===== src/rtl/dbgt_pkg.sv =====
package dbgt_pkg;
  localparam int DW = 8;
  localparam int BW = $clog2(DW);

  localparam logic [1:0] INS_DREAD  = 2'd0;
  localparam logic [1:0] INS_DWRITE = 2'd1;
  localparam logic [1:0] INS_AREAD  = 2'd2;
  localparam logic [1:0] INS_AWRITE = 2'd3;

  typedef enum logic [3:0] {
    ST_IDLE, ST_INS, ST_ADDRW, ST_ADDRR, ST_LEN,
    ST_DATAW, ST_WAITW, ST_WAITR, ST_DATAR, ST_STOP
  } frameState_t;

  typedef struct packed {
    logic shiftIn;
    logic shiftOut;
    logic loadStatus;
    logic loadData;
    logic commitAddr;
    logic commitWrite;
    logic driveShift;
    logic driveWaitW;
    logic driveWaitR;
    logic abort;
  } ctlStrobe_t;
endpackage


===== src/rtl/dbgt_pin_cond.sv =====
module dbgt_pin_cond #(
  parameter int LOW_RESET_CLKS = 16,
  parameter int SYNC_STAGES    = 2
) (
  input  logic clk,
  input  logic rstN,
  input  logic ckPin,
  input  logic lineIn,
  output logic ckFall,
  output logic ckRise,
  output logic lineBit,
  output logic resetPulse
);
  localparam int CW = $clog2(LOW_RESET_CLKS + 1);

  logic [SYNC_STAGES-1:0] ckSync;
  logic [SYNC_STAGES-1:0] lineSync;
  logic ckS;
  logic ckPrev;
  logic longLow;
  logic [CW-1:0] lowCnt;

  assign ckS     = ckSync[SYNC_STAGES-1];
  assign lineBit = lineSync[SYNC_STAGES-1];

  always_ff @(posedge clk or negedge rstN) begin
    if (!rstN) begin
      ckSync   <= '1;
      lineSync <= '1;
      ckPrev   <= 1'b1;
    end else begin
      ckSync   <= {ckSync[SYNC_STAGES-2:0], ckPin};
      lineSync <= {lineSync[SYNC_STAGES-2:0], lineIn};
      ckPrev   <= ckS;
    end
  end

  // low-width classifier
  assign resetPulse = !ckS && (lowCnt == CW'(LOW_RESET_CLKS - 1));

  always_ff @(posedge clk or negedge rstN) begin
    if (!rstN) begin
      lowCnt  <= '0;
      longLow <= 1'b0;
    end else begin
      if (ckS) lowCnt <= '0;
      else if (lowCnt != CW'(LOW_RESET_CLKS)) lowCnt <= lowCnt + 1'b1;
      if (resetPulse) longLow <= 1'b1;
      else if (ckS) longLow <= 1'b0;
    end
  end

  assign ckFall = ckPrev && !ckS;
  assign ckRise = !ckPrev && ckS && !longLow;

  assert_reset_single_R9: assert property (@(posedge clk) disable iff (!rstN)
    resetPulse |=> !resetPulse);
  assert_rise_short_low_R9: assert property (@(posedge clk) disable iff (!rstN)
    ckRise |-> (lowCnt < CW'(LOW_RESET_CLKS)));
endmodule


===== src/rtl/dbgt_ctrl.sv =====
module dbgt_ctrl
  import dbgt_pkg::*;
(
  input  logic       clk,
  input  logic       rstN,
  input  logic       ckFall,
  input  logic       ckRise,
  input  logic       lineBit,
  input  logic       driveBitNow,
  input  logic       resetPulse,
  output ctlStrobe_t strb,
  output logic       dataOe
);
  frameState_t state;
  logic [BW-1:0] bitCnt;
  logic [1:0] bytesLeft;
  logic [1:0] insReg;
  logic [1:0] lenReg;
  logic [1:0] insNow;
  logic [1:0] lenNow;
  logic lastBit;
  logic targetOwned;

  assign insNow  = {lineBit, insReg[1]};
  assign lenNow  = {lineBit, lenReg[1]};
  assign lastBit = (bitCnt == BW'(DW - 1));
  assign targetOwned = (state == ST_ADDRR) || (state == ST_DATAR) ||
                       (state == ST_WAITW) || (state == ST_WAITR);

  always_comb begin
    strb = '0;
    strb.abort = resetPulse;
    if (ckFall && !resetPulse) begin
      case (state)
        ST_ADDRR, ST_DATAR: strb.driveShift = 1'b1;
        ST_WAITW:           strb.driveWaitW = 1'b1;
        ST_WAITR:           strb.driveWaitR = 1'b1;
        default: ;
      endcase
    end
    if (ckRise) begin
      case (state)
        ST_INS:   if (bitCnt[0] && insNow == INS_AREAD) strb.loadStatus = 1'b1;
        ST_ADDRW: begin strb.shiftIn = 1'b1; strb.commitAddr = lastBit; end
        ST_ADDRR: strb.shiftOut = 1'b1;
        ST_DATAW: begin
          strb.shiftIn = 1'b1;
          strb.commitWrite = lastBit && (bytesLeft == 2'd0);
        end
        ST_WAITR: strb.loadData = driveBitNow;
        ST_DATAR: begin
          strb.shiftOut = 1'b1;
          strb.loadData = lastBit && (bytesLeft != 2'd0);
        end
        default: ;
      endcase
    end
  end

  always_ff @(posedge clk or negedge rstN) begin
    if (!rstN) begin
      state     <= ST_IDLE;
      bitCnt    <= '0;
      bytesLeft <= '0;
      insReg    <= '0;
      lenReg    <= '0;
      dataOe    <= 1'b0;
    end else if (resetPulse) begin
      state  <= ST_IDLE;
      dataOe <= 1'b0;
    end else if (ckFall) begin
      if (targetOwned) dataOe <= 1'b1;
    end else if (ckRise) begin
      case (state)
        ST_IDLE: begin state <= ST_INS; bitCnt <= '0; end
        ST_INS: begin
          insReg <= insNow;
          bitCnt <= bitCnt + 1'b1;
          if (bitCnt[0]) begin
            bitCnt <= '0;
            if (insNow == INS_AWRITE) state <= ST_ADDRW;
            else if (insNow == INS_AREAD) state <= ST_ADDRR;
            else state <= ST_LEN;
          end
        end
        ST_LEN: begin
          lenReg <= lenNow;
          bitCnt <= bitCnt + 1'b1;
          if (bitCnt[0]) begin
            bitCnt    <= '0;
            bytesLeft <= lenNow;
            state     <= (insReg == INS_DWRITE) ? ST_DATAW : ST_WAITR;
          end
        end
        ST_ADDRW, ST_ADDRR: begin
          bitCnt <= bitCnt + 1'b1;
          if (lastBit) state <= ST_STOP;
        end
        ST_DATAW, ST_DATAR: begin
          bitCnt <= bitCnt + 1'b1;
          if (lastBit) begin
            if (bytesLeft == 2'd0) state <= (state == ST_DATAW) ? ST_WAITW : ST_STOP;
            else bytesLeft <= bytesLeft - 1'b1;
          end
        end
        ST_WAITW: if (driveBitNow) state <= ST_STOP;
        ST_WAITR: if (driveBitNow) begin state <= ST_DATAR; bitCnt <= '0; end
        ST_STOP: begin state <= ST_IDLE; dataOe <= 1'b0; end
        default: state <= ST_IDLE;
      endcase
    end
  end

  assert_oe_release_R8: assert property (@(posedge clk) disable iff (!rstN)
    $fell(dataOe) |-> $past(state == ST_STOP || strb.abort));
  assert_oe_owned_R8: assert property (@(posedge clk) disable iff (!rstN)
    dataOe |-> (targetOwned || state == ST_STOP));
endmodule


===== src/rtl/dbgt_dpath.sv =====
module dbgt_dpath
  import dbgt_pkg::*;
#(
  parameter logic [DW-1:0] DEV_ID    = 8'hC3,
  parameter logic [DW-1:0] REV_ID    = 8'h05,
  parameter logic [DW-1:0] PROG_ADDR = 8'h2A
) (
  input  logic          clk,
  input  logic          rstN,
  input  ctlStrobe_t    strb,
  input  logic          lineBit,
  input  logic          engBusy,
  input  logic          engError,
  input  logic          pdWrAck,
  input  logic          pdRdValid,
  input  logic [DW-1:0] pdRdData,
  output logic          lineOut,
  output logic          pdWrStb,
  output logic [DW-1:0] pdWrData
);
  logic [DW-1:0] shReg;
  logic [DW-1:0] addrReg;
  logic [DW-1:0] rdLatch;
  logic [DW-1:0] shiftedIn;
  logic [DW-1:0] readValue;
  logic [DW-1:0] statusByte;
  logic inBusy;
  logic outReady;
  logic isProg;

  assign shiftedIn  = {lineBit, shReg[DW-1:1]};
  assign isProg     = (addrReg == PROG_ADDR);
  assign statusByte = {engBusy, engError, 4'b0000, inBusy, outReady};

  always_comb begin
    if (addrReg == 8'h00) readValue = DEV_ID;
    else if (addrReg == 8'h01) readValue = REV_ID;
    else if (isProg) readValue = rdLatch;
    else readValue = '0;
  end

  always_ff @(posedge clk or negedge rstN) begin
    if (!rstN) begin
      shReg    <= '0;
      addrReg  <= '0;
      rdLatch  <= '0;
      pdWrData <= '0;
      pdWrStb  <= 1'b0;
      inBusy   <= 1'b0;
      outReady <= 1'b0;
      lineOut  <= 1'b1;
    end else begin
      if (strb.loadStatus) shReg <= statusByte;
      else if (strb.loadData) shReg <= readValue;
      else if (strb.shiftIn) shReg <= shiftedIn;
      else if (strb.shiftOut) shReg <= {1'b0, shReg[DW-1:1]};

      if (strb.abort) addrReg <= '0;
      else if (strb.commitAddr) addrReg <= shiftedIn;

      pdWrStb <= strb.commitWrite && isProg;
      if (strb.commitWrite && isProg) pdWrData <= shiftedIn;

      if (strb.commitWrite && isProg) inBusy <= 1'b1;
      else if (pdWrAck) inBusy <= 1'b0;

      if (pdRdValid) begin
        outReady <= 1'b1;
        rdLatch  <= pdRdData;
      end else if (strb.loadData && isProg) begin
        outReady <= 1'b0;
      end

      if (strb.driveShift) lineOut <= shReg[0];
      else if (strb.driveWaitW) lineOut <= isProg ? !inBusy : 1'b1;
      else if (strb.driveWaitR) lineOut <= isProg ? outReady : 1'b1;
    end
  end

  assert_wrstb_single_R4: assert property (@(posedge clk) disable iff (!rstN)
    pdWrStb |=> !pdWrStb);
  assert_inbusy_hold_R4: assert property (@(posedge clk) disable iff (!rstN)
    (inBusy && !pdWrAck) |=> inBusy);
  assert_outready_clear_R5: assert property (@(posedge clk) disable iff (!rstN)
    (strb.loadData && isProg && !pdRdValid) |=> !outReady);
  assert_addr_zero_R1: assert property (@(posedge clk) disable iff (!rstN)
    strb.abort |=> (addrReg == '0));
  assert_status_pad_R3: assert property (@(posedge clk) disable iff (!rstN)
    strb.loadStatus |=> (shReg[5:2] == 4'b0000));
endmodule


===== src/rtl/dbg_target.sv =====
module dbg_target
  import dbgt_pkg::*;
#(
  parameter logic [7:0] DEV_ID         = 8'hC3,
  parameter logic [7:0] REV_ID         = 8'h05,
  parameter logic [7:0] PROG_ADDR      = 8'h2A,
  parameter int         LOW_RESET_CLKS = 16,
  parameter int         SYNC_STAGES    = 2
) (
  input  logic       clk,
  input  logic       rstN,
  input  logic       ckPin,
  input  logic       lineIn,
  output logic       lineOut,
  output logic       lineOe,
  input  logic       engBusy,
  input  logic       engError,
  output logic       pdWrStb,
  output logic [7:0] pdWrData,
  input  logic       pdWrAck,
  input  logic       pdRdValid,
  input  logic [7:0] pdRdData,
  output logic       tgtReset
);
  logic ckFall;
  logic ckRise;
  logic lineBit;
  ctlStrobe_t strb;

  dbgt_pin_cond #(.LOW_RESET_CLKS(LOW_RESET_CLKS), .SYNC_STAGES(SYNC_STAGES)) u_pin (
    .clk(clk), .rstN(rstN), .ckPin(ckPin), .lineIn(lineIn),
    .ckFall(ckFall), .ckRise(ckRise), .lineBit(lineBit), .resetPulse(tgtReset)
  );

  dbgt_ctrl u_ctrl (
    .clk(clk), .rstN(rstN), .ckFall(ckFall), .ckRise(ckRise), .lineBit(lineBit),
    .driveBitNow(lineOut), .resetPulse(tgtReset), .strb(strb), .dataOe(lineOe)
  );

  dbgt_dpath #(.DEV_ID(DEV_ID), .REV_ID(REV_ID), .PROG_ADDR(PROG_ADDR)) u_dpath (
    .clk(clk), .rstN(rstN), .strb(strb), .lineBit(lineBit),
    .engBusy(engBusy), .engError(engError), .pdWrAck(pdWrAck),
    .pdRdValid(pdRdValid), .pdRdData(pdRdData),
    .lineOut(lineOut), .pdWrStb(pdWrStb), .pdWrData(pdWrData)
  );
endmodule


===== config.mk =====
export PLATFORM = sky130hd
export DESIGN_NAME = dbg_target
export DESIGN_NICKNAME = d
export VERILOG_FILES = /design/src/rtl/dbgt_pkg.sv /design/src/rtl/dbgt_pin_cond.sv /design/src/rtl/dbgt_ctrl.sv /design/src/rtl/dbgt_dpath.sv /design/src/rtl/dbg_target.sv
export SDC_FILE = /design/constraint.sdc
export NUM_CORES = 1
export LEC_CHECK = 0
export BUFFER_PORTS_ARGS = -buffer_cell sky130_fd_sc_hd__clkbuf_2
export CAP_MARGIN = 25
export CORE_MARGIN = 2
export CORE_UTILIZATION = 35
export DETAILED_ROUTE_END_ITERATION = 10
export PLACE_DENSITY = 0.55
export SLEW_MARGIN = 20
export SYNTH_ARGS = -nofsm -noshare
export SYNTH_HDL_FRONTEND = slang
export SYNTH_SLANG_ARGS = --single-unit

===== constraint.sdc =====
create_clock -name clk -period 2.41 [get_ports clk]
set_clock_uncertainty 0.2 [all_clocks]
set_input_delay 0.3615 -clock clk [delete_from_list [all_inputs] [get_ports clk]]
set_output_delay 0.3615 -clock clk [all_outputs]
set_load 0.01 [all_outputs]

# ---- After elaboration in Yosys (flattened, before gate mapping)
# Cells that the tools add are included.
# Widths: inputs -> output; s select.
dict set report classes {
  add_sub_neg 3
  eq_ne 30
  mux 60
  bitwise_logic 2
  n_reduce_logical 46
}
# cell count
set op_table {}
lappend op_table {{$mux 8} 9}
lappend op_table {{$mux 4} 12}
lappend op_table {{$pmux 4 s7} 1}
lappend op_table {{$mux 1} 24}
lappend op_table {{$ne 3x1->1 const B} 7}
lappend op_table {{$eq 4x3->1 const B} 4}
lappend op_table {{$reduce_bool 2->1} 8}
lappend op_table {{$mux 3} 4}
lappend op_table {{$pmux 3 s4} 1}
lappend op_table {{$logic_and 1x1->1} 10}
lappend op_table {{$mux 5} 2}
lappend op_table {{$reduce_or 2->1} 5}
lappend op_table {{$reduce_and 9->1} 1}
lappend op_table {{$reduce_bool 3->1} 3}
lappend op_table {{$eq 4x2->1 const B} 2}
lappend op_table {{$eq 4x4->1 const B} 2}
lappend op_table {{$eq 8x1->1 const B} 1}
lappend op_table {{$eq 8x6->1 const B} 1}
lappend op_table {{$logic_not 8->1} 1}
lappend op_table {{$mux 2} 4}
lappend op_table {{$reduce_and 4->1} 2}
lappend op_table {{$reduce_bool 4->1} 2}
lappend op_table {{$reduce_and 7->1} 1}
lappend op_table {{$mux 6} 1}
lappend op_table {{22 further kinds} 33}
dict set report word_totals {
  reg_bits 61
  in_bits 16
  word_cells 160
}

# ---- Longest topological paths before layout
# Gate-level depths: netlist (run 1).
dict set report depth {
  depth_word 9
  ltp_mapped 9
  depth_no_buf 8
}

# ---- Cells and area by module
# Synthesis (run 1) repeated with hierarchy kept, for this count alone.
dict set report hier_totals {
  hier_cells 304
  hier_area_um2 3311.9
}
# mod instances cells_each area_each_um2
set modules_own_cells {}
lappend modules_own_cells {dbgt_dpath 1 129 1604.0}
lappend modules_own_cells {dbgt_ctrl 1 135 1211.2}
lappend modules_own_cells {dbgt_pin_cond 1 40 496.7}

# ---- Worst setup path after synthesis (run 1)
# OpenSTA, ideal clock, no wires.
dict set report synth_path {
  path_kind {flip-flop to flip-flop}
  from {register u_pin.ckSync[1]}
  to {register u_dpath.addrReg[5]}
  arrival_time_ns 2.244
  slack_ns -0.170
  path_stages_with_launch 8
  path_buffers 3
  path_cell_list {dfstp_2 buf_2 inv_1 or3_1 clkbuf_1 nor4_1 clkbuf_1 o21ai_0}
}
dict set report synth_between {
  elab_chain_len 4
  word_cells_on_any_way 7
}
# item line_no
set synth_lines {}
lappend synth_lines {{from (decl)} dbgt_pin_cond.sv:16} ;# logic [SYNC_STAGES-1:0] ckSync;
lappend synth_lines {{from (signal assigned)} dbgt_pin_cond.sv:32} ;# ckSync <= {ckSync[SYNC_STAGES-2:0], ckPin};
lappend synth_lines {{$logic_and 1x1->1 (2 in a row)} dbgt_pin_cond.sv:54} ;# assign ckRise = !ckPrev && ckS && !longLow;
lappend synth_lines {{$mux 6} dbgt_ctrl.sv:41} ;# if (ckRise) begin
lappend synth_lines {{$reduce_bool 2->1 (no line)} --}
lappend synth_lines {{to (signal assigned)} dbgt_dpath.sv:59} ;# else if (strb.commitAddr) addrReg <= shiftedIn;
lappend synth_lines {{to (decl)} dbgt_dpath.sv:22} ;# logic [DW-1:0] addrReg;
# Parallel ways exist; a longest one is shown, timed or not.
# A chain may end at the register's enable or synchronous reset.

# ---- Worst setup path after layout (run 1)
dict set report layout_path {
  from {register u_ctrl.state[2]}
  to {register u_dpath.shReg[1]}
}
dict set report layout_between {
  elab_chain_len 7
  word_cells_on_any_way 17
}
# item line_no
set layout_lines {}
lappend layout_lines {{from (decl)} dbgt_ctrl.sv:14} ;# frameState_t state;
lappend layout_lines {{from (signal assigned)} dbgt_ctrl.sv:92} ;# state <= (insReg == INS_DWRITE) ? ST_DATAW : ST_WAITR;
lappend layout_lines {{from (signal assigned)} dbgt_ctrl.sv:102} ;# if (bytesLeft == 2'd0) state <= (state == ST_DATAW) ? ST_WAITW : ST_STOP;
lappend layout_lines {{$eq 4x2->1 / $eq 4x3->1 (equally long branches)} dbgt_ctrl.sv:42} ;# case (state)
lappend layout_lines {{$reduce_or 2->1 (no line)} --}
lappend layout_lines {{$mux 1} dbgt_ctrl.sv:42}
lappend layout_lines {{$mux 6 *} dbgt_ctrl.sv:41}
lappend layout_lines {{$mux 8} dbgt_dpath.sv:55} ;# else if (strb.shiftIn) shReg <= shiftedIn;
lappend layout_lines {{$mux 8} dbgt_dpath.sv:54} ;# else if (strb.loadData) shReg <= readValue;
lappend layout_lines {{$mux 8} dbgt_dpath.sv:53} ;# if (strb.loadStatus) shReg <= statusByte;
lappend layout_lines {{to (signal assigned)} dbgt_dpath.sv:53}
lappend layout_lines {{to (signal assigned)} dbgt_dpath.sv:54}
lappend layout_lines {{to (signal assigned)} dbgt_dpath.sv:55}
lappend layout_lines {{to (decl)} dbgt_dpath.sv:21} ;# logic [DW-1:0] shReg;
# Every way passes the cells marked *; elsewhere a longest branch is shown, timed or not.

==> impl_metrics.env, run 1 <==
export IMPL_grt_pass1_vias=2409
export IMPL_min_period_ns=2.39
export IMPL_holdWs_ns=0.0495
export IMPL_antenna_found_initial=0
export IMPL_die_y_um=97.4
export IMPL_drv_slew=0
export IMPL_p_leak_nw=1.71
export IMPL_grt_total_usage_pct=16.0
export IMPL_num_vias=2471
export IMPL_wire_per_inst_um=15.0
export IMPL_rows=34
export IMPL_cts_buffer_depth=2
export IMPL_synth_ff_type="dfrtp_1"
export IMPL_yosys_area_top_type="dfrtp_1"
export IMPL_cts_sinks=60
export IMPL_ys_warn_count=0
export IMPL_synth_ff_latch_count=60
export IMPL_clk_latency_ns=0.34
export IMPL_fp_coreArea_um2=8590
export IMPL_drive_gt1_share_pct=33.3
export IMPL_worstHoldPathType="input port to flop"
export IMPL_dr_pass1_iters=4
export IMPL_placed_area_um2=3510
export IMPL_cts_tree="built"
export IMPL_design_area_um2=3840
export IMPL_rsz0062_at_grt="true"
export IMPL_internal_power_mw=2.26
export IMPL_worstSetupPathType="flop to flop"
export IMPL_syn_to_final_growth_pct=25.7
export IMPL_synth_distinct_cells=49
export IMPL_status="finished clean"
export IMPL_grt_first_pass_wirelength_mm=12.0
export IMPL_p_sw_share_pct=34.9
export IMPL_synthTopCellsByCount="54 x dfrtp_1, 36 x nand2_1, 22 x o21ai_0"
export IMPL_switchingPower_mw=1.21
export IMPL_cts_root_buffer="clkbuf_8"
export IMPL_grt_max_degree=61
export IMPL_final_antenna_net_count=0
export IMPL_fin_tns_setup_ns=0
export IMPL_cts_made_buffers=9
export IMPL_worstSetupStartpointType="flop"
export IMPL_gp_congestion=0.874
export IMPL_hpwl_mm=5.18
export IMPL_fmax_mhz=418
export IMPL_drcViolationCount=0
export IMPL_clkSlewWorstSetupHoldPaths_ns=0.06
export IMPL_ioPinCount=28
export IMPL_crit_required_ns=2.49
export IMPL_synth_most_common_cell="dfrtp_1"
export IMPL_drt_wl_total_mm=7.16
export IMPL_via_per_inst=5.18
export IMPL_power_density_nw_per_um2=904
export IMPL_netlist_instances=307
export IMPL_syn_area_um2=3050
export IMPL_endpoint_kind="flop"
export IMPL_yosysTopAreaCellShare_pct=44.2
export IMPL_path_max_fanout=7
export IMPL_max_cap_violations=0
export IMPL_hold_viol_final=0
export IMPL_power_frac_comb_pct=34.9
export IMPL_ys_top_cells_by_area="dfrtp_1 44%, mux2_2 7.4%, dfstp_2 5.2%"
export IMPL_synth_edf_count=0
export IMPL_port_buffers=27
export IMPL_drt_iter0_drc=120
export IMPL_grt_overflow=0
export IMPL_slew_headroom_pct=64.0
export IMPL_htree_levels=3
export IMPL_cp_arrival_ns=2.47
export IMPL_pwr_share_clk_pct=26.5
export IMPL_max_slew_worst_pin_slew_ns=0.536
export IMPL_start_util_pct=35.5
export IMPL_dieArea_um2=9490
export IMPL_vdd_drop_max_mv=0.404
export IMPL_pwr_share_seq_pct=38.6
export IMPL_fin_nets=387
export IMPL_postSynthAreaPerCell_um2=9.95
export IMPL_yosysSeqAreaShare_pct=49.4
export IMPL_setup_violations=0
export IMPL_synth_net_count=330
export IMPL_period_share_pct=99.4
export IMPL_antennaDiodeCount=0
export IMPL_die_w_um=97.4
export IMPL_synthArstFlopShare_pct=100
## final cells by class
type / instances / area (um2)
flip-flops and latches: 60 / 1510
well taps: 108 / 135
multi-input cells: 217 / 1510
fillers: 851 / 4750
inverters: 14 / 52.6
clock inverters: 3 / 45.0
clock buffers: 13 / 159
repair buffers: 62 / 425
## metrics by stage
stage	instances	utilization, %	setup slack [ns]	power, mW
3_5_place_dp	457	40.9	0.0193	2.55
4_1_cts	476	43.6	0.00756	3.49
3_3_place_gp	457	40.9	0.0529	2.54
5_1_grt	477	44.7	-0.0631	3.71
2_1_floorplan	307	-	-0.0375	2.13
6_report	477	44.7	0.0152	3.47
## cell usage in the layout, fill, tap and decap left out, types with 3 or more instances in the layout
cell / count
nand4_1: 5
and3_1: 4
dlygate4sd3_1: 3
mux2_4: 8
nand2b_1: 4
a21oi_1: 14
nor2b_1: 6
a21oi_2: 3
a21o_1: 3
or4_1: 3
buf_4: 29
clkbuf_8: 11
ha_1: 6
a211oi_1: 4
a31o_2: 4
nor2_1: 18
dfstp_2: 6
nor3_1: 9
nand2_1: 36
inv_1: 14
o21ai_0: 22
clkbuf_2: 27
mux2_2: 12
a221o_1: 3
nand3_1: 11
dfrtp_1: 54
## power groups by stage
stage | registers (mW) | clock network (mW) | logic [mW]
floorplan | 1.33 | 0 | 0.798
global placement | 1.35 | 0 | 1.18
detailed placement | 1.36 | 0 | 1.19
CTS | 1.34 | 0.951 | 1.20
global route | 1.36 | 0.989 | 1.36
finish | 1.34 | 0.918 | 1.21
## cell families after synthesis
kind of cell	count (synthesis)	share of synthesized area [%]
flops	60	49.4
simple gates	113	19.0
compound gates	72	15.6
mux	21	7.70
buf+inv	30	4.26
xor+xnor	4	1.15
fa+ha+maj	7	2.87
## metal layers
layer  vias to the layer above  wire length, um  track usage [%]
met4                         0              113             7.05
met3                        10              224             3.53
met2                        32             3360             23.8
met1                      1210             3470             22.6
met5                         -                0                0
li1                       1219                -                -
## critical path, cell delays in order (launching register included)
cell     delay [ns]
dfrtp_1        0.37
or4b_4         0.55
or2_4          0.25
a21o_4         0.22
or4_4          0.51
a21oi_2        0.12
a221o_1        0.11
## repair_timing
item / 4_1_cts / 5_1_grt
resized for setup: 0 / 22
endpoints found under the hold margin: 56 / 0
hold buffers: 3 / 0
setup endpoints to repair: 0 / 14
buffers inserted: 0 / 1
## sequential cells by signal, summed over array words and instances, names as in the netlist, 3 cells and up
| register | flops |
|---|---|
| u_ctrl.bitCnt | 3 |
| u_dpath.shReg | 8 |
| u_dpath.addrReg | 8 |
| u_ctrl.state | 4 |
| u_dpath.pdWrData | 8 |
| u_pin.lowCnt | 5 |
| u_dpath.rdLatch | 8 |
## final timing paths
check | endpoint | cells after the start | slack, ns | startpoint
setup / recovery | u_dpath.shReg[1]$_DFFE_PN0P_ | 6 | 0.02 | u_ctrl.state[2]$_DFFE_PN0P_
hold / removal | u_dpath.rdLatch[1]$_DFFE_PN0P_ | 2 | 0.05 | pdRdData[1]
setup reg to reg | u_dpath.shReg[1]$_DFFE_PN0P_ | 6 | 0.02 | u_ctrl.state[2]$_DFFE_PN0P_
hold reg to reg | u_pin.lineSync[1]$_DFF_PN1_ | 0 | 0.15 | u_pin.lineSync[0]$_DFF_PN1_
max in group asynchronous | u_dpath.lineOut$_DFFE_PN1P_ | 3 | 1.32 | rstN
min in group asynchronous | u_ctrl.bitCnt[1]$_DFFE_PN0P_ | 3 | 0.35 | rstN
(Power assumes the default switching activity.)
==> run 2, diff against run 1 <==
--- a/config.mk
+++ b/config.mk
@@ -5,6 +5,7 @@
 export SDC_FILE = /design/constraint.sdc
 export NUM_CORES = 1
 export LEC_CHECK = 0
+export ABC_AREA = 1
 export BUFFER_PORTS_ARGS = -buffer_cell sky130_fd_sc_hd__clkbuf_2
 export CAP_MARGIN = 25
 export CORE_MARGIN = 2
==> run 2 against run 1 <==
Against the previous run:
- core utilization down 1.6 points
- area after synthesis down 0.94%
- synthesized cell count increased by 24%
- global-route usage decreased by 0.74 points
- highest routed layer unchanged
==> impl_metrics.env, run 2 <==
export IMPL_status="finished clean"
export IMPL_final_cell_count_no_fill=529
export IMPL_clkSlewWorstSetupHoldPaths_ns=0.07
export IMPL_synth_distinct_cells=26
export IMPL_cp_num_cells=8
export IMPL_synth_ff_type="dfrtp_1"
export IMPL_ys_top_cells_by_area="dfrtp_1 45%, nand2_1 16%, dfstp_2 5.2%"
export IMPL_yosysSeqAreaShare_pct=49.9
export IMPL_fin_tns_setup_ns=0
export IMPL_die_w_um=97.0
export IMPL_setup_violations=0
export IMPL_dr_pass1_iters=4
export IMPL_fill_cells=836
export IMPL_drive_gt1_share_pct=19.1
export IMPL_worstSetupPathType="flop to output port"
export IMPL_crit_required_ns=1.85
export IMPL_antennaDiodeCount=0
export IMPL_grt_total_usage_pct=15.3
export IMPL_synth_net_count=403
export IMPL_num_vias=2508
export IMPL_endpoint="tgtReset"
export IMPL_power_density_nw_per_um2=918
export IMPL_worstSetupStartpointType="flop"
export IMPL_wire_per_inst_um=12.5
export IMPL_fin_nets=442
export IMPL_syn_to_final_growth_pct=18.1
export IMPL_drt_iter0_drc=157
export IMPL_drv_slew=0
export IMPL_synthArstFlopShare_pct=100
export IMPL_final_antenna_net_count=0
export IMPL_final_common_cell="nand2_1"
export IMPL_grt_max_degree=38
export IMPL_crit_start="u_pin.lowCnt[0]$_DFFE_PN0P_"
export IMPL_cts_root_buffer="clkbuf_8"
export IMPL_multiInputGateArea_um2=1300
export IMPL_period_share_pct=91.1
export IMPL_hpwl_mm=4.90
export IMPL_ys_warn_count=0
export IMPL_synth_ff_latch_count=60
export IMPL_crit_chain="ha_1 -> nand2_1 -> nor2_1 -> ha_1 -> inv_1 -> nor2_1 -> buf_4 -> clkbuf_2"
export IMPL_dieArea_um2=9400
export IMPL_grt_pass1_vias=2399
export IMPL_slowest_delay_ns=0.40
export IMPL_rows=33
export IMPL_rrSetupSlack_ns=0.30
export IMPL_p_leak_nw=1.82
export IMPL_reg2regPathDepth=11
export IMPL_fp_coreArea_um2=8300
export IMPL_gp_congestion=0.889
export IMPL_netlist_instances=380
export IMPL_clk_latency_ns=0.35
export IMPL_rsz0062_at_grt="false"
export IMPL_vdd_drop_max_mv=0.477
export IMPL_holdWs_ns=0.0139
export IMPL_grt_overflow=0
export IMPL_via_per_inst=4.74
export IMPL_max_cap_violations=0
export IMPL_ioPinCount=28
export IMPL_max_slew_worst_pin_slew_ns=0.623
export IMPL_synth_edf_count=0
export IMPL_drt_wl_total_mm=6.60
export IMPL_start_util_pct=36.5
export IMPL_cts_buffer_depth=2
export IMPL_grt_first_pass_wirelength_mm=11.6
export IMPL_mostFrequentLayoutCells="130 x nand2_1, 54 x dfrtp_1, 39 x inv_1, 30 x o21ai_0, 28 x nand3_1"
export IMPL_synth_most_common_cell="nand2_1"
export IMPL_yosysTopAreaCellShare_pct=44.7
export IMPL_cts_made_buffers=9
export IMPL_critical_path_top_delay_family="flip-flops"
export IMPL_cp_slowest_cell="dfrtp_1"
export IMPL_cts_sinks=60
export IMPL_postSynthAreaPerCell_um2=7.96
export IMPL_path_max_fanout=3
export IMPL_syn_area_um2=3030
export IMPL_die_y_um=97.0
export IMPL_register_area_um2=1510
export IMPL_endpoint_kind="output port"
export IMPL_synthTopCellsByCount="130 x nand2_1, 54 x dfrtp_1, 39 x inv_1"
export IMPL_worstHoldPathType="input port to flop"
export IMPL_cts_tree="built"
export IMPL_min_period_ns=2.20
export IMPL_antenna_found_initial=0
export IMPL_yosys_area_top_type="dfrtp_1"
export IMPL_htree_levels=3
export IMPL_fmax_mhz=455
export IMPL_preCtsSetupSlack_ns=0.283
export IMPL_port_buffers=27
export IMPL_drcViolationCount=0
export IMPL_r2r_end="u_dpath.shReg[4]$_DFFE_PN0P_"
export IMPL_worst_slack_ns=0.214
export IMPL_placed_cells=509
export IMPL_slew_headroom_pct=58.5
export IMPL_hold_viol_final=0
export IMPL_worstPathBufferInverterCount=3
export IMPL_r2r_start="u_ctrl.bitCnt[0]$_DFFE_PN0P_"
export IMPL_cp_arrival_ns=1.63
## run 2: changes by cell type after synthesis, sizes merged, moves of 5 or more
cell,change
nand2,+99
inv,+32
mux2,-20
nand3,+18
o21ai,+16
a21oi,-10
clkbuf,-10
nor2,+8
nor2b,-6
o22ai,+5
or4,-5
## run 2: worst min-delay path, stage by stage
cell and delay (ns):
clkbuf_2 0.07, nand2_1 0.04, nand2_1 0.05
## run 2: cell type report
type                            instances  share of cell area (%)
Clock buffer                            9                    3.47
Sequential cell                        60                    42.2
Timing Repair Buffer                   34                    5.88
Inverter                               46                    4.83
Tap cell                              105                    3.68
Multi-Input combinational cell        268                    36.5
Clock inverter                          7                    3.43
## run 2: worst min path at each step
stage,from,end,slack (ns),depth (start not counted)
floorplan,rstN,u_ctrl.bitCnt[0]$_DFFE_PN0P_,-0.13,0
global placement,u_pin.lineSync[0]$_DFF_PN1_,u_pin.lineSync[1]$_DFF_PN1_,0.15,0
detailed placement,u_pin.lineSync[0]$_DFF_PN1_,u_pin.lineSync[1]$_DFF_PN1_,0.15,0
CTS,pdRdData[6],u_dpath.rdLatch[6]$_DFFE_PN0P_,0.003,3
global route,pdRdData[3],u_dpath.rdLatch[3]$_DFFE_PN0P_,0.003,3
finish,pdRdData[6],u_dpath.rdLatch[6]$_DFFE_PN0P_,0.01,3
## run 2: what timing repair did
| action | in CTS | in global routing |
|---|---|---|
| hold buffers | 4 | 0 |
| endpoints found under the hold margin | 20 | 0 |
| gates resized for setup | 0 | 1 |
| endpoints found under the setup margin | 0 | 2 |
| setup buffers | 0 | 0 |
## run 2: routing by layer
layer  GRT usage [%]  part of all wire [%]  up-vias
met1            22.5                    52     1137
met2            21.3                    42       55
li1                -                     -     1304
met3            4.26                   4.3       12
met5               0                     0        -
met4            5.74                   2.0        0
## run 2: logic make-up (layout without fill, tap and decap cells)
group | count (synthesis) | in the layout | synth area share (%)
DFF | 60 | 60 | 49.9
adders and majority gates | 7 | 7 | 2.89
buffers and inverters | 52 | 96 | 7.20
and+or+nand+nor | 206 | 206 | 29.4
AOI/OAI and AO/OA | 55 | 55 | 10.6
## run 2: power by group
part / internal, mW / switching [mW] / total (mW) / leakage, nW
registers: 1.19 / 0.164 / 1.35 / 0.774
clock network: 0.692 / 0.438 / 1.13 / 0.116
logic: 0.271 / 0.530 / 0.801 / 0.927
total: 2.15 / 1.13 / 3.28 / 1.82
## run 2: per-stage QoR
stage	area, um2	util, %	total power [mW]
2_1_floorplan	3030	-	1.92
3_3_place_gp	3280	39.5	2.16
3_5_place_dp	3280	39.5	2.16
4_1_cts	3570	43.0	3.31
5_1_grt	3570	43.1	3.52
6_report	3570	43.1	3.28
==> run 3, diff against run 2 <==
--- a/config.mk
+++ b/config.mk
@@ -6,12 +6,12 @@
 export NUM_CORES = 1
 export LEC_CHECK = 0
 export ABC_AREA = 1
-export BUFFER_PORTS_ARGS = -buffer_cell sky130_fd_sc_hd__clkbuf_2
 export CAP_MARGIN = 25
 export CORE_MARGIN = 2
 export CORE_UTILIZATION = 35
 export DETAILED_ROUTE_END_ITERATION = 10
-export PLACE_DENSITY = 0.55
+export DONT_BUFFER_PORTS = 1
+export PLACE_DENSITY = 0.52
 export SLEW_MARGIN = 20
 export SYNTH_ARGS = -nofsm -noshare
 export SYNTH_HDL_FRONTEND = slang
==> run 3 against run 2 <==
Against the previous run:
- first-iteration DRC count fell by 33%
- register-to-register slack worse by 0.07 ns
- largest power group unchanged
- core utilization shrank 0.87 points
- critical path type is now flop to flop
- critical endpoint is now u_dpath.shReg[5]$_DFFE_PN0P_
- largest cell class unchanged
- sequential power hardly changed
- via count shrank 2.5%
- highest routed layer unchanged
- worst hold slack gained 0.027 ns
- wire length increased by 0.38%
- final cell count shrank 3.0%
- sequential share of layout area up 0.88 points
==> impl_metrics.env, run 3 (synthesized netlist as in run 2, its figures left out) <==
export IMPL_final_common_cell="nand2_1"
export IMPL_cts_root_buffer="clkbuf_8"
export IMPL_vdd_drop_max_mv=0.298
export IMPL_dr_pass1_iters=4
export IMPL_pwr_share_seq_pct=44.5
export IMPL_setup_violations=0
export IMPL_worstHoldPathType="input port to flop"
export IMPL_dieArea_um2=9400
export IMPL_clk_latency_ns=0.35
export IMPL_rows=33
export IMPL_drv_slew=0
export IMPL_placed_cells=482
export IMPL_final_cell_count_no_fill=513
export IMPL_drt_wl_total_mm=6.62
export IMPL_final_antenna_net_count=0
export IMPL_antennaDiodeCount=0
export IMPL_slew_headroom_pct=71.5
export IMPL_max_cap_violations=0
export IMPL_fp_coreArea_um2=8300
export IMPL_rsz0062_at_grt="false"
export IMPL_hold_buffers=15
export IMPL_fin_tns_setup_ns=0
export IMPL_switchingPower_mw=1.13
export IMPL_crit_required_ns=2.49
export IMPL_htree_levels=3
export IMPL_endpoint_kind="flop"
export IMPL_power_frac_comb_pct=25.9
export IMPL_cp_arrival_ns=2.26
export IMPL_grt_max_degree=61
export IMPL_min_period_ns=2.18
export IMPL_wire_per_inst_um=12.9
export IMPL_via_per_inst=4.77
export IMPL_clkSlewWorstSetupHoldPaths_ns=0.07
export IMPL_drt_iter0_drc=105
export IMPL_worstSetupPathType="flop to flop"
export IMPL_power_density_nw_per_um2=876
export IMPL_internal_power_mw=1.93
export IMPL_cts_tree="built"
export IMPL_max_slew_worst_pin_slew_ns=0.427
export IMPL_ctsResizeCount=0
export IMPL_p_leak_nw=1.71
export IMPL_fmax_mhz=458
export IMPL_cts_sinks=60
export IMPL_grt_overflow=0
export IMPL_cts_buffer_depth=2
export IMPL_grt_first_pass_wirelength_mm=11.7
export IMPL_path_max_fanout=15
export IMPL_grt_pass1_vias=2474
export IMPL_final_util_pct=42.2
export IMPL_ioPinCount=28
export IMPL_holdWs_ns=0.0406
export IMPL_mostFrequentLayoutCells="130 x nand2_1, 54 x dfrtp_1, 39 x inv_1, 30 x o21ai_0, 28 x nand3_1"
export IMPL_p_sw_share_pct=36.9
export IMPL_num_vias=2445
export IMPL_hpwl_mm=4.79
export IMPL_fin_nets=426
export IMPL_antenna_found_initial=0
export IMPL_drive_gt1_share_pct=13.5
export IMPL_gp_congestion=0.895
export IMPL_die_y_um=97.0
export IMPL_hold_viol_final=0
export IMPL_die_w_um=97.0
export IMPL_period_share_pct=90.6
export IMPL_cts_made_buffers=9
export IMPL_port_buffers=0
export IMPL_worstSetupStartpointType="flop"
export IMPL_start_util_pct=36.5
export IMPL_syn_to_final_growth_pct=15.7
export IMPL_drcViolationCount=0
export IMPL_cts_setup_buffers=0
export IMPL_grt_total_usage_pct=15.5
export IMPL_pwr_share_clk_pct=29.6
export IMPL_status="finished clean"
## run 3: cell count changes in the layout (fill, tap and decap cells not counted), sizes merged
cell,change
clkbuf,-27
clkinvlp,+1
bufinv,-2
buf,+1
inv,+1
dlygate4sd3,+10
## run 3: worst paths after layout
check / from / cells past startpoint / to / slack, ns
setup / recovery: u_ctrl.bitCnt[0]$_DFFE_PN0P_ / 11 / u_dpath.shReg[5]$_DFFE_PN0P_ / 0.23
hold reg to reg: u_pin.lineSync[0]$_DFF_PN1_ / 0 / u_pin.lineSync[1]$_DFF_PN1_ / 0.16
hold / removal: pdRdValid / 2 / u_dpath.outReady$_DFFE_PN0P_ / 0.04
max in group asynchronous: rstN / 2 / u_pin.ckSync[1]$_DFF_PN1_ / 1.34
min in group asynchronous: rstN / 2 / u_dpath.addrReg[0]$_DFFE_PN0P_ / 0.37
setup reg to reg: u_ctrl.bitCnt[0]$_DFFE_PN0P_ / 11 / u_dpath.shReg[5]$_DFFE_PN0P_ / 0.23
## run 3: cell type report
class	count	area, um2
fill	856	4800
sequential	60	1510
multi-input combinational	268	1300
timing repair buffer	18	190
inverter	46	173
tap	105	131
clock buffer	9	124
clock inverter	7	75.1
## run 3: power by group through the flow
stage / Clock, mW / Combinational [mW] / Sequential [mW]
global route: 0.983 / 0.943 / 1.39
global placement: 0 / 0.740 / 1.38
finish: 0.909 / 0.793 / 1.36
CTS: 0.939 / 0.793 / 1.36
floorplan: 0 / 0.606 / 1.32
detailed placement: 0 / 0.745 / 1.38
## run 3: critical path, cell delays in order (launching register included)
cell     delay (ns)
dfrtp_1        0.42
ha_1           0.22
ha_1           0.25
inv_1          0.11
nor2_1         0.05
nand3_1        0.10
nand2_1        0.07
nand2_2        0.21
nand2_2        0.16
nor2_2         0.19
nand2_1        0.08
nand2_1        0.07
## run 3: through the flow
step	cell area [um2]	total power [mW]	setup slack (ns)
floorplan	3030	1.92	0.571
global placement	3130	2.12	0.308
detailed placement	3130	2.12	0.277
CTS	3500	3.10	0.247
global route	3500	3.32	0.0126
finish	3500	3.07	0.226
## run 3: layer usage
metal | vias up | routed length [um] | GRT usage [%] | share of wire [%]
met4 | 0 | 132 | 7.04 | 2.0
li1 | 1270 | - | - | -
met3 | 6 | 271 | 4.19 | 4.1
met5 | - | 0 | 0 | 0
met1 | 1125 | 3390 | 21.1 | 51
met2 | 44 | 2830 | 22.9 | 43
